`config.mk`:
```
export PLATFORM = sky130hd
export DESIGN_NAME = pn_gen
export DESIGN_NICKNAME = d
export VERILOG_FILES = /design/src/rtl/pn_gen_pkg.sv /design/src/rtl/pn_gen_datapath.sv /design/src/rtl/pn_gen_control.sv /design/src/rtl/pn_gen.sv
export SDC_FILE = /design/constraint.sdc
export NUM_CORES = 1
export LEC_CHECK = 0
export ABC_CLOCK_PERIOD_IN_PS = 1500
export CAP_MARGIN = 20
export CORE_AREA = 2 2 39 41
export CTS_CLUSTER_DIAMETER = 100
export DETAILED_ROUTE_END_ITERATION = 6
export DIE_AREA = 0 0 41 43
export PLACE_DENSITY_LB_ADDON = 0.15
export SYNTH_ARGS = -nofsm -noshare
export SYNTH_HDL_FRONTEND = slang
export SYNTH_HIERARCHICAL = 1
export SYNTH_SLANG_ARGS = --single-unit
export TNS_END_PERCENT = 100
```
`constraint.sdc`:
```
create_clock -name clk -period 1.5 [get_ports clk]
set_input_delay 0.15 -clock clk [delete_from_list [all_inputs] [get_ports clk]]
set_output_delay 0.15 -clock clk [all_outputs]
set_load 0.02 [all_outputs]
```
`src/rtl/pn_gen_pkg.sv`:
```
package pn_gen_pkg;

  typedef struct packed {
    logic clearReg;  // load all zeros on this clock
    logic advance;   // shift one chip on this clock
  } pnStrobes_t;

  // Bit i set means stage i+1 feeds the XNOR; maximal taps for widths 4..13
  function automatic logic [15:0] tapMask(input int width);
    logic [15:0] m;
    case (width)
      4:       m = 16'h000C;
      5:       m = 16'h0012;
      6:       m = 16'h0030;
      7:       m = 16'h0060;
      8:       m = 16'h00B8;
      9:       m = 16'h0110;
      10:      m = 16'h0240;
      11:      m = 16'h0500;
      12:      m = 16'h0829;
      13:      m = 16'h100D;
      default: m = 16'h0012;
    endcase
    return m;
  endfunction

endpackage

```
`src/rtl/pn_gen_datapath.sv`:
```
module pn_gen_datapath
  import pn_gen_pkg::*;
#(
  parameter int WIDTH = 5
) (
  input  logic             clk,
  input  logic             rst,
  input  pnStrobes_t       strobes,
  output logic [WIDTH-1:0] stateQ,
  output logic             chip
);

  localparam logic [15:0]      TAP_FULL = tapMask(WIDTH);
  localparam logic [WIDTH-1:0] TAPS     = TAP_FULL[WIDTH-1:0];

  logic feedback;
  logic [WIDTH-1:0] shifted;

  always_comb begin
    feedback = ~(^(stateQ & TAPS));
    shifted  = {stateQ[WIDTH-2:0], feedback};
  end

  always_ff @(posedge clk) begin
    if (strobes.clearReg) begin
      stateQ <= '0;
    end else if (strobes.advance) begin
      stateQ <= shifted;
    end
  end

  assign chip = stateQ[WIDTH-1];

  // an advance moves every bit one stage up
  a_r2_shift_up: assert property (@(posedge clk) disable iff (rst)
    strobes.advance |=> stateQ[WIDTH-1:1] == $past(stateQ[WIDTH-2:0]));

  // no strobe, no change
  a_r6_hold_idle: assert property (@(posedge clk) disable iff (rst)
    (!strobes.advance && !strobes.clearReg) |=> $stable(stateQ));

endmodule

```
`src/rtl/pn_gen_control.sv`:
```
module pn_gen_control
  import pn_gen_pkg::*;
#(
  parameter int WIDTH = 5
) (
  input  logic             clk,
  input  logic             rst,
  input  logic             chipEn,
  input  logic [WIDTH-1:0] stateQ,
  output pnStrobes_t       strobes,
  output logic             epoch
);

  logic allOnes;
  logic allZeros;

  always_comb begin
    allOnes          = &stateQ;
    allZeros         = ~|stateQ;
    strobes.clearReg = rst | (chipEn & allOnes);
    strobes.advance  = chipEn & ~rst & ~allOnes;
    epoch            = allZeros;
  end

  // lock-up word clears on the next enabled clock
  a_r4_lockup_clears: assert property (@(posedge clk) disable iff (rst)
    (chipEn && allOnes) |=> (stateQ == '0));

  // the epoch never lasts past an enabled clock
  a_r5_epoch_single: assert property (@(posedge clk) disable iff (rst)
    (epoch && chipEn) |=> !epoch);

  // reset lands on the period-start word
  a_r1_reset_zero: assert property (@(posedge clk)
    ($past(rst) && rst) |-> (stateQ == '0));

endmodule

```
`src/rtl/pn_gen.sv`:
```
module pn_gen
  import pn_gen_pkg::*;
#(
  parameter int WIDTH = 5
) (
  input  logic             clk,
  input  logic             rst,
  input  logic             chipEn,
  output logic             pnChip,
  output logic [WIDTH-1:0] pnState,
  output logic             epoch
);

  if (WIDTH < 4 || WIDTH > 13) begin : g_badWidth
    $error("pn_gen: WIDTH must lie in 4..13");
  end

  pnStrobes_t strobes;
  logic [WIDTH-1:0] stateQ;

  pn_gen_control #(.WIDTH(WIDTH)) u_ctrl (
    .clk     (clk),
    .rst     (rst),
    .chipEn  (chipEn),
    .stateQ  (stateQ),
    .strobes (strobes),
    .epoch   (epoch)
  );

  pn_gen_datapath #(.WIDTH(WIDTH)) u_dp (
    .clk     (clk),
    .rst     (rst),
    .strobes (strobes),
    .stateQ  (stateQ),
    .chip    (pnChip)
  );

  assign pnState = stateQ;

endmodule

```
==> results.sh <==
export IMPL_status="completed"
export IMPL_vias=242
export IMPL_syn_to_final_growth_pct=73.02
export IMPL_synth_ff_type="dfxtp_1"
export IMPL_cap_violations=0
export IMPL_worstHoldEndpoint="u_dp/stateQ[4]"
export IMPL_fin_tns_setup_ps=0
export IMPL_clock_path_buffers=2
export IMPL_fmax_ghz=0.6952
export IMPL_hold_depth=2
export IMPL_grt_pass1_vias=249
export IMPL_cp_required_ps=1350
export IMPL_coreArea_mm2=0.001384
export IMPL_hpwl_um=461.3
export IMPL_synth_edf_count=0
export IMPL_wl_um=570
export IMPL_biggestRegsByFlops="u_dp/stateQ: 5 flops"
export IMPL_ff_latch_area_um2=101.3
export IMPL_worst_path_max_delay_cell="clkdlybuf4s50_1"
export IMPL_regToRegSetupSlack_ps=80
export IMPL_relSlewSlack_pct=85.22
export IMPL_clk_pin_slew_ps=40
export IMPL_hold_viol=0
export IMPL_tightest_slew_ps=221.4
export IMPL_cts_sinks=5
export IMPL_cts_setup_buffers=0
export IMPL_worst_hold_path_type="register to register"
export IMPL_finalSetupViolations=0
export IMPL_grtUsageTotal_pct=8.543
export IMPL_overflow=0
export IMPL_p_leak_nw=0.1922
export IMPL_drc=0
export IMPL_start_kind="register"
export IMPL_fin_cells=57
export IMPL_layout_nets=45
export IMPL_avgSynthCellArea_um2=9.459
export IMPL_ant_nets=0
export IMPL_gp_congestion=0.6866
export IMPL_drtIter0Drc=0
export IMPL_io_pins=10
export IMPL_cp_max_fo=5
export IMPL_ir_drop_mv=0.2156
export IMPL_path_cells="buf_4, clkdlybuf4s50_1"
export IMPL_clock_latency_ps=240
export IMPL_syn_num_nets=28
export IMPL_synthTopCellsByArea="dfxtp_1 (42%), mux2i_1 (17%), nor2_1 (7.9%)"
export IMPL_start_util_pct=17.09
export IMPL_multiInputGateArea_um2=130.1
export IMPL_n_fill_cell=155
export IMPL_rsz0062_at_grt="true"
export IMPL_ys_seq_area_share_pct=42.33
export IMPL_fin_crit_sh_pct=95.90
export IMPL_wl_per_cell_um=10.00
export IMPL_dp_cells=53
export IMPL_yosys_area_top_type="dfxtp_1"
export IMPL_vias_per_cell=4.246
export IMPL_rows=14
export IMPL_postCtsHoldBufs=0
export IMPL_ff2ff_path_depth=6
export IMPL_grt_max_degree=7
export IMPL_port_buffers=9
export IMPL_synthCells=25
export IMPL_largest_reg_flops=5
export IMPL_path_class="register to output pin"
export IMPL_tritoncts="done"
export IMPL_min_from="u_dp/stateQ[4]"
export IMPL_yosys_warnings=6
export IMPL_yosys_cell_types_count=13
export IMPL_n_antenna_cell=0
export IMPL_timing_hold_ws_ps=593.1
export IMPL_cts_made_buffers=3
export IMPL_skew_ps=2.963
export IMPL_first_pass_iters=1
export IMPL_r2r_start="u_dp/stateQ[2]"
export IMPL_async_reset_ff_share_pct=0
export IMPL_antenna_found_initial=0
export IMPL_cp_slowest_stage_delay_ps=600
export IMPL_synth_seq_cells=5
export IMPL_power_density_mw_per_mm2=828.7
export IMPL_top_register="u_dp/stateQ"
export IMPL_min_period_ps=1438
export IMPL_root_buffer="clkbuf_4"
export IMPL_crit_path_end_kind="output pin"
export IMPL_die_area_mm2=0.001763
export IMPL_grt_pass1_wl_um=986
export IMPL_die_h_um=43
export IMPL_cts_max_level=1
export IMPL_drive_gt1_share_pct=29.27
export IMPL_slew_violations=0
export IMPL_synth_top_cell_area_share_pct=42.33
export IMPL_cp_arrival_ps=1290
export IMPL_r2r_end="u_dp/stateQ[4]"
export IMPL_die_x_um=41
export IMPL_synthesis_area_um2=236.5
-- synthesized netlist by cell type, types with 2 or more instances --
cell type	n
nor2_1	5
mux2i_1	4
dfxtp_1	5
nand2b_1	2
-- worst max-delay path: cells and delay by family (launching register included) --
family                 cells  cell delay [ps]
flip-flops                 1              320
buffers and inverters      2              730
-- routing by layer --
layer  share of wire, %  GRT usage, %  vias up
met3                6.8         3.141        0
met4                  0         6.000        0
met1                 45         10.00      114
li1                   -             -      121
met5                  0             0        -
met2                 48         12.19        7
-- cell usage in the layout (no fill, tap or decap), drive strengths merged --
| master | synthesis | final |
|---|---|---|
| a311oi | 1 | 1 |
| a41o | 1 | 1 |
| and3 | 1 | 1 |
| buf | 2 | 6 |
| clkbuf | 0 | 4 |
| clkdlybuf4s50 | 0 | 7 |
| dfxtp | 5 | 5 |
| dlymetal6s2s | 0 | 1 |
| inv | 1 | 1 |
| mux2i | 4 | 4 |
| nand2b | 2 | 2 |
| nor2 | 5 | 5 |
| o22ai | 1 | 1 |
| or4 | 1 | 1 |
| xor2 | 1 | 1 |
-- logic make-up after synthesis --
logic type	Yosys count	synth area share [%]
xor gates and xnor gates	1	3.704
AOI/OAI and AO/OA	3	10.58
buffers and inverters	3	6.876
DFF	5	42.33
and+or+nand+nor	9	19.58
muxes	4	16.93
-- layout make-up --
cell class,count,area share [%]
Timing Repair Buffer,14,31.19
Sequential cell,5,24.77
Tap cell,16,4.893
Inverter,1,0.9174
Multi-Input combinational cell,17,31.80
Clock buffer,4,6.422
-- power by group --
group / switching (mW) / internal, mW
logic: 0.0247 / 0.0271
registers: 0.00148 / 0.137
clock network: 0.0490 / 0.100
-- worst max-delay path by stage --
stage,start,to,slack [ps],cells past startpoint
finish,u_dp/stateQ[0],pnState[0],60,2
global route,u_dp/stateQ[3],epoch,-20,3
CTS,u_dp/stateQ[2],u_dp/stateQ[2],7,6
detailed placement,u_dp/stateQ[3],epoch,-160,3
global placement,u_dp/stateQ[3],epoch,-140,3
floorplan,u_dp/stateQ[4],u_dp/stateQ[4],30,6
-- metrics by stage --
stage	utilization (%)	power, mW	setup slack (ps)	cell area, um2
3_3_place_gp	26.94	0.1920	-141.5	372.9
3_5_place_dp	26.94	0.1921	-158.2	372.9
6_report	29.57	0.3391	61.54	409.1
5_1_grt	29.57	0.3634	-20.26	409.1
2_1_floorplan	-	0.1664	25.04	237.7
4_1_cts	28.93	0.3486	6.929	400.4
-- what timing repair did --
item / in CTS / in global routing
cloned: 0 / 0
gates resized for setup: 5 / 3
endpoints found under the setup margin: 3 / 7
pin swaps: 0 / 2
Power figures use the tool's default switching activity.
